--- src/rtl/cs_wait_pkg.sv ---
`timescale 1ns/1ps
// Shared widths, option record and wait-count arithmetic for the
// wait-state timing generator. Assumes burst codes with the top bit
// set are reserved and clamp to the largest legal code.
package cs_wait_pkg;
    localparam int FW_W  = 4;            // first-beat wait width
    localparam int BW_W  = 3;            // burst-beat code width
    localparam int CNT_W = FW_W + 2;     // holds 1 + 2*max first wait

    typedef struct packed {
        logic [FW_W-1:0] first_wait;
        logic [BW_W-1:0] burst_code;
        logic            relax;
        logic            ehold;
        logic            ext_ack;
    } bank_opt_t;

    // Counter load for the first beat: beat length minus one.
    function automatic logic [CNT_W-1:0] first_load(input bank_opt_t o);
        logic [CNT_W-1:0] w;
        w = CNT_W'(o.first_wait);
        if (o.relax) w = w << 1;
        return w + CNT_W'(1);
    endfunction

    // Counter load for later beats: decoded wait, doubled if relaxed.
    function automatic logic [CNT_W-1:0] burst_load(input bank_opt_t o);
        logic [CNT_W-1:0] w;
        w = o.burst_code[BW_W-1] ? CNT_W'(3) : CNT_W'(o.burst_code[BW_W-2:0]);
        if (o.relax) w = w << 1;
        return w;
    endfunction
endpackage

--- src/rtl/cs_bank_opts.sv ---
`timescale 1ns/1ps
// Per-bank option storage with a write port and one read port.
// Assumes NUM_BANKS is a power of two so every index is populated.
module cs_bank_opts
    import cs_wait_pkg::*;
#(
    parameter int NUM_BANKS = 4,
    localparam int BANK_W   = $clog2(NUM_BANKS)
) (
    input  logic              clk,
    input  logic              rst_n,
    input  logic              wr,
    input  logic [BANK_W-1:0] wr_bank,
    input  bank_opt_t         wr_opt,
    input  logic [BANK_W-1:0] rd_bank,
    output bank_opt_t         rd_opt
);
    bank_opt_t opts_q [NUM_BANKS];

    for (genvar g = 0; g < NUM_BANKS; g++) begin : g_bank
        localparam bank_opt_t RST_OPT = (g == 0) ?
            '{first_wait: '1, burst_code: '0, relax: 1'b1, ehold: 1'b0, ext_ack: 1'b0} :
            '{first_wait: '0, burst_code: '0, relax: 1'b0, ehold: 1'b0, ext_ack: 1'b0};

        // Hold one bank's options; load defaults on reset, new value on write.
        always_ff @(posedge clk) begin
            if (!rst_n)
                opts_q[g] <= RST_OPT;
            else if (wr && wr_bank == BANK_W'(g))
                opts_q[g] <= wr_opt;
        end
    end

    // Select the options of the requested bank.
    assign rd_opt = opts_q[rd_bank];
endmodule

--- src/rtl/cs_beat_timer.sv ---
`timescale 1ns/1ps
// Counts the clocks of each beat of an access and strobes the
// acknowledge in a beat's last clock. Assumes start only arrives
// while idle; in external mode the input acknowledge ends each beat.
module cs_beat_timer
    import cs_wait_pkg::*;
#(
    parameter int BURST_BEATS = 4,
    localparam int BL_W       = (BURST_BEATS > 1) ? $clog2(BURST_BEATS) : 1
) (
    input  logic             clk,
    input  logic             rst_n,
    input  logic             start,
    input  logic             burst,
    input  logic             ext_mode,
    input  logic [CNT_W-1:0] first_ld,
    input  logic [CNT_W-1:0] burst_ld,
    input  logic             ext_ack,
    output logic             busy,
    output logic             beat_ack,
    output logic             done
);
    logic             busy_q;
    logic [CNT_W-1:0] cnt_q;
    logic [CNT_W-1:0] reload_q;
    logic [BL_W-1:0]  left_q;
    logic             ext_q;
    logic             beat_end;

    // A beat ends on the external strobe or when the count runs out.
    assign beat_end = busy_q && (ext_q ? ext_ack : (cnt_q == '0));

    // Sequence beats: load on start, reload per beat, count down between.
    always_ff @(posedge clk) begin
        if (!rst_n) begin
            busy_q   <= 1'b0;
            cnt_q    <= '0;
            reload_q <= '0;
            left_q   <= '0;
            ext_q    <= 1'b0;
        end else if (start) begin
            busy_q   <= 1'b1;
            cnt_q    <= first_ld;
            reload_q <= burst_ld;
            left_q   <= burst ? BL_W'(BURST_BEATS - 1) : '0;
            ext_q    <= ext_mode;
        end else if (beat_end) begin
            if (left_q == '0) begin
                busy_q <= 1'b0;
            end else begin
                left_q <= left_q - 1'b1;
                cnt_q  <= reload_q;
            end
        end else if (busy_q && !ext_q) begin
            cnt_q <= cnt_q - 1'b1;
        end
    end

    assign busy     = busy_q;
    assign beat_ack = beat_end;
    assign done     = beat_end && (left_q == '0);

    a_r1_ack_in_access: assert property (@(posedge clk) disable iff (!rst_n)
        beat_ack |-> busy);
    a_r2_holds_until_last: assert property (@(posedge clk) disable iff (!rst_n)
        (busy && !done) |=> busy);
    a_r5_ext_waits_input: assert property (@(posedge clk) disable iff (!rst_n)
        (busy && ext_q && !ext_ack) |-> !beat_ack);
    a_r1_count_falls: assert property (@(posedge clk) disable iff (!rst_n)
        (busy && !ext_q && cnt_q != '0) |=> (cnt_q == $past(cnt_q) - 1'b1));
endmodule

--- src/rtl/cs_hold_tracker.sv ---
`timescale 1ns/1ps
// Decides acceptance and inserts one idle clock after a held read
// when the next request is a write or targets another bank.
// Assumes the requester keeps its request up until busy rises.
module cs_hold_tracker #(
    parameter int BANK_W = 2
) (
    input  logic              clk,
    input  logic              rst_n,
    input  logic              req_valid,
    input  logic [BANK_W-1:0] req_bank,
    input  logic              req_write,
    input  logic              req_ehold,
    input  logic              busy,
    input  logic              done,
    output logic              start,
    output logic              idle_ins
);
    logic              pend_q;
    logic [BANK_W-1:0] pend_bank_q;
    logic [BANK_W-1:0] cur_bank_q;
    logic              cur_hold_q;
    logic              idle_q;
    logic              conflict;
    logic              gap;

    // A pending hold blocks writes and reads to other banks for one clock.
    assign conflict = pend_q && (req_write || req_bank != pend_bank_q);
    assign start    = req_valid && !busy && !conflict;
    assign gap      = req_valid && !busy && conflict;

    // Track the running access and the hold it leaves behind.
    always_ff @(posedge clk) begin
        if (!rst_n) begin
            pend_q      <= 1'b0;
            pend_bank_q <= '0;
            cur_bank_q  <= '0;
            cur_hold_q  <= 1'b0;
            idle_q      <= 1'b0;
        end else begin
            idle_q <= gap;
            if (start) begin
                cur_bank_q <= req_bank;
                cur_hold_q <= req_ehold && !req_write;
            end
            if (gap || start) begin
                pend_q <= 1'b0;
            end else if (done && cur_hold_q) begin
                pend_q      <= 1'b1;
                pend_bank_q <= cur_bank_q;
            end
        end
    end

    assign idle_ins = idle_q;

    a_r6_idle_one_clock: assert property (@(posedge clk) disable iff (!rst_n)
        idle_ins |=> !idle_ins);
    a_r6_idle_not_busy: assert property (@(posedge clk) disable iff (!rst_n)
        idle_ins |-> !busy);
    a_r7_start_when_free: assert property (@(posedge clk) disable iff (!rst_n)
        start |-> !busy);
endmodule

--- src/rtl/cs_wait_timer.sv ---
`timescale 1ns/1ps
// Top of the wait-state timing generator: option storage, acceptance
// with idle insertion, and the beat timer. Options are sampled at the
// accepting edge; later writes do not affect an access in flight.
module cs_wait_timer
    import cs_wait_pkg::*;
#(
    parameter int NUM_BANKS   = 4,
    parameter int BURST_BEATS = 4,
    localparam int BANK_W     = $clog2(NUM_BANKS)
) (
    input  logic              clk,
    input  logic              rst_n,
    input  logic              cfg_wr,
    input  logic [BANK_W-1:0] cfg_bank,
    input  logic [FW_W-1:0]   cfg_first_wait,
    input  logic [BW_W-1:0]   cfg_burst_code,
    input  logic              cfg_relax,
    input  logic              cfg_ehold,
    input  logic              cfg_ext_ack,
    input  logic              req_valid,
    input  logic [BANK_W-1:0] req_bank,
    input  logic              req_write,
    input  logic              req_burst,
    input  logic              ext_ack,
    output logic              beat_ack,
    output logic              busy,
    output logic              idle_ins,
    output logic              cfg_err
);
    bank_opt_t wr_opt;
    bank_opt_t req_opt;
    logic      start;
    logic      done;
    logic      err_q;

    // Pack the configuration inputs into one option record.
    always_comb begin
        wr_opt.first_wait = cfg_first_wait;
        wr_opt.burst_code = cfg_burst_code;
        wr_opt.relax      = cfg_relax;
        wr_opt.ehold      = cfg_ehold;
        wr_opt.ext_ack    = cfg_ext_ack;
    end

    cs_bank_opts #(.NUM_BANKS(NUM_BANKS)) u_opts (
        .clk     (clk),
        .rst_n   (rst_n),
        .wr      (cfg_wr),
        .wr_bank (cfg_bank),
        .wr_opt  (wr_opt),
        .rd_bank (req_bank),
        .rd_opt  (req_opt)
    );

    cs_hold_tracker #(.BANK_W(BANK_W)) u_hold (
        .clk       (clk),
        .rst_n     (rst_n),
        .req_valid (req_valid),
        .req_bank  (req_bank),
        .req_write (req_write),
        .req_ehold (req_opt.ehold),
        .busy      (busy),
        .done      (done),
        .start     (start),
        .idle_ins  (idle_ins)
    );

    cs_beat_timer #(.BURST_BEATS(BURST_BEATS)) u_timer (
        .clk      (clk),
        .rst_n    (rst_n),
        .start    (start),
        .burst    (req_burst),
        .ext_mode (req_opt.ext_ack),
        .first_ld (first_load(req_opt)),
        .burst_ld (burst_load(req_opt)),
        .ext_ack  (ext_ack),
        .busy     (busy),
        .beat_ack (beat_ack),
        .done     (done)
    );

    // Flag a burst that starts on a bank holding a reserved burst code.
    always_ff @(posedge clk) begin
        if (!rst_n)
            err_q <= 1'b0;
        else
            err_q <= start && req_burst && !req_opt.ext_ack
                     && req_opt.burst_code[BW_W-1];
    end

    assign cfg_err = err_q;

    a_r4_err_first_clock: assert property (@(posedge clk) disable iff (!rst_n)
        cfg_err |-> (busy && !$past(busy)));
    a_r6_no_start_in_idle_clock: assert property (@(posedge clk) disable iff (!rst_n)
        (idle_ins && req_valid) |-> !busy);
endmodule

--- config.mk ---
export PLATFORM = sky130hd
export DESIGN_NAME = cs_wait_timer
export DESIGN_NICKNAME = d
export VERILOG_FILES = /design/src/rtl/cs_wait_pkg.sv /design/src/rtl/cs_bank_opts.sv /design/src/rtl/cs_beat_timer.sv /design/src/rtl/cs_hold_tracker.sv /design/src/rtl/cs_wait_timer.sv
export SDC_FILE = /design/constraint.sdc
export NUM_CORES = 1
export LEC_CHECK = 0
export BUFFER_PORTS_ARGS = -buffer_cell sky130_fd_sc_hd__buf_2
export CAP_MARGIN = 20
export CORE_ASPECT_RATIO = 0.75
export CORE_MARGIN = 2
export CORE_UTILIZATION = 40
export CTS_CLUSTER_SIZE = 10
export DETAILED_ROUTE_END_ITERATION = 8
export SYNTH_ARGS = -nofsm -noshare
export SYNTH_HDL_FRONTEND = slang
export SYNTH_HIERARCHICAL = 1
export SYNTH_SLANG_ARGS = --single-unit
--- constraint.sdc ---
create_clock -name clk -period 2.3 [get_ports clk]
set_input_delay 0 -clock clk [delete_from_list [all_inputs] [get_ports clk]]
set_output_delay 0 -clock clk [all_outputs]
set_load 0.1 [all_outputs]
==> results.tsv <==
stage	metric	value	unit
layout	n_fill_cell	699	
sta	finalCriticalPeriod	2.09	ns
synth	ys_warn_count	6	
place	port_buffers	24	
power	p_leak	1.40	nW
critical_path	critPathSlowestCell	dfxtp_1	
critical_path	worstSetupStartpointType	flop	
critical_path	r2r-start	u_timer/left_q[0]	
die	core_area	7810	µm²
die	io_pins	25	
route	viasPerCell	5.11	
sta	slew-limit-headroom	51.3	%
clock_tree	clockRootBuffer	clkbuf_8	
place	dpl.hpwl	4660	µm
critical_path	worstPathRequired	2.30	ns
synth	synth_cell_types	51	
synth	async_flop_share	0	%
critical_path	rr_worst_depth	7	
synth	yosysTopAreaCellShare	37.7	%
place	post-place-ws	0.341	ns
synth	syn_inst	272	
power	ir_drop	254	µV
status	status	completed	
layout	diodes	0	
critical_path	rrSetupSlack	0.33	ns
sta	fin_skew	0.0112	ns
synth	netlist_area	3180	µm²
global_routing	antenna_found_initial	0	
synth	synth_compound_area_share	9.55	%
route	postRouteAntennaNets	0	
synth	ys.flop_type	edfxtp_1	
critical_path	r2r-end	u_timer/cnt_q[5]	
route	vias	2202	
synth	synthMuxAreaShare	10.6	%
clock_tree	cts.sink_count	64	
critical_path	endpoint_kind	primary output	
synth	synth_top_area_cell	edfxtp_1	
die	initial_core_util	40.8	%
hold_path	min_to	u_hold/cur_bank_q[1]	
clock_tree	cts_max_level	3	
clock_tree	clkTransAtPathRegs	0.07	ns
synth	synth_most_common_cell	edfxtp_1	
power	powerDensity	720	nW/µm²
die	num_rows	28	
synth	synthAdderAreaFrac	1.18	%
place	dp.cells	402	
sta	setup_viol	0	
global_routing	grt_pass1_vias	2127	
die	dieArea	8700	µm²
synth	synth-edff-count	40	
clock_tree	clkLatencyLatePin	0.34	ns
route	drc	0	
route	wl	6690	µm
layout	fin_cells	431	
synth	ys_ff_latch	64	
route	wl_per_cell	15.5	µm
route	drt_iter0_drc	97	
place	globalplace.congestion	0.864	
sta	fin_crit_sh	91.0	%
sta	hold_violations	0	
sta	tns	0	ns
critical_path	crit_chain	inv_1 > ha_1 > and4bb_2 > a32oi_4 > inv_2 > buf_2	
synth	synth_top_family_by_area	simple AND/OR/NAND/NOR gates	
clock_tree	clk_path_buf_depth	2	
synth	syn_avg_cell_area	11.7	µm²
sta	fin_ws	0.208	ns
layout	layout.nets	345	
route	dr.pass1.iters	6	
critical_path	crit_type	reg -> out	
sta	rsz0062_at_grt	no	
sta	max_slew.worst_pin.slew	0.723	ns
hold_path	hold_path.class	in -> reg	
global_routing	grt_max_degree	34	
hold_path	min_from	req_bank[1]	
power	report.power.total	2.70	mW
synth	yosys.area_share.simple	20.7	%
synth	yosysSeqAreaShare	52.8	%
synth	synth_common_cells	edfxtp_1 (40), and2_1 (35), dfxtp_1 (24), nand2_1 (20), o21ai_0 (16)	
global_routing	grtUsageTotal	16.8	%
job	max-cap-violations	0	
global_routing	grt_overflow_total	0	
hold_path	min_path_cells	3	
clock_tree	cts_buffers	9	
die	die_w	107	µm
critical_path	cp.arrival	2.09	ns
critical_path	crit_fanout	10	
clock_tree	cts_tree	done	
sta	maxSlewViolCount	0	
layout	post_route_cells_drive_above_1_share	20.6	%
sta	max_freq	478	MHz
synth	ys_top_cells_by_area	edfxtp_1 (38%), dfxtp_1 (15%), mux4_2 (7.1%), and2_1 (6.9%), mux2i_1 (3.1%)	
clock_tree	post_cts.repair.setup_buffers	0	
global_routing	grt_pass1_wl	10800	µm
die	die_height	81.3	µm
layout	area_growth	18.0	%
critical_path	slowest_delay	0.39	ns
synth	synth_xor_area_share	1.93	%
==> sequential cells by signal (all words and copies together) (netlist names) <==
signal              cells
u_hold/idle_ins         1
cfg_err                 1
u_timer/busy            1
u_timer/reload_q        6
u_timer/ext_q           1
u_hold/cur_bank_q       2
u_timer/cnt_q           6
u_opts/opts_q          40
u_hold/pend_bank_q      2
u_timer/left_q          2
u_hold/pend_q           1
u_hold/cur_hold_q       1
==> per-layer routing <==
metal	wire (µm)	vias up	GRT usage (%)
li1	-	1089	-
met3	354	4	5.54
met1	3250	1060	22.3
met5	0	-	0
met4	39	0	5.58
met2	3040	49	26.0
==> how the worst max path moves through the flow <==
stage	start	end	slack [ns]
after global routing	u_timer/cnt_q[0]	beat_ack	0.08
after detailed placement	u_timer/cnt_q[0]	u_timer/cnt_q[0]	0.34
after global placement	u_timer/cnt_q[0]	u_timer/cnt_q[0]	0.38
final	u_timer/cnt_q[0]	beat_ack	0.21
after floorplan	u_timer/busy	u_timer/cnt_q[0]	0.12
after CTS	u_timer/cnt_q[0]	beat_ack	0.12
==> per-stage QoR <==
step / utilization, % / hold WS [ns] / instance area (µm²)
floorplan: - / 0.142 / 3200
global placement: 44.1 / 0.295 / 3440
detailed placement: 44.1 / 0.296 / 3440
CTS: 47.9 / 0.0613 / 3750
global route: 48.1 / 0.0621 / 3760
finish: 48.1 / 0.0839 / 3760
==> worst max-delay path, delay by kind of cell (launching register included) <==
family	cells	cell delay [ns]
buffers and inverters	3	0.53
DFF	1	0.39
AOI/OAI and AO/OA	1	0.34
and+or+nand+nor	1	0.26
adders and majority gates	1	0.24
==> logic make-up after synthesis <==
| group | count (synthesis) |
|---|---|
| buffers and inverters | 21 |
| AOI/OAI and AO/OA | 45 |
| muxes | 21 |
| and+or+nand+nor | 110 |
| DFF | 64 |
| other | 1 |
| xor gates and xnor gates | 7 |
| adders and majority gates | 3 |
==> report_power, final <==
part	internal [mW]	switching (mW)	leakage (nW)
sequential	1.31	0.0537	0.591
combinational	0.212	0.287	0.731
clock	0.388	0.454	0.0789
total	1.91	0.795	1.40
==> layout by cell type (no fill, tap or decap), types with 4 or more instances in the layout <==
cell type / n
edfxtp_1: 40
and2_1: 35
buf_2: 24
dfxtp_1: 23
nand2_1: 20
o21ai_0: 16
dlygate4sd3_1: 13
inv_1: 12
a21oi_1: 11
nor2b_1: 10
mux2i_1: 10
mux4_2: 10
nor2_1: 9
clkbuf_8: 9
nand2b_1: 8
buf_4: 6
nand3_1: 5
nor3_1: 5
xnor2_1: 4
conb_1: 4
==> timing repair <==
action / in CTS / in global routing
setup endpoints to repair: 0 / 1
resized for setup: 0 / 1
hold endpoints to repair: 46 / 0
hold buffers: 13 / 0
==> cell type report <==
type	instances	area, µm²	area share [%]
clock inverters	7	48.8	1.30
inverters	13	48.8	1.30
clock buffers	9	124	3.30
well taps	105	131	3.50
flip-flops and latches	64	1680	44.8
repair buffers	43	295	7.86
multi-input cells	190	1430	38.0
Note: power is estimated with default switching activity, not from simulation.
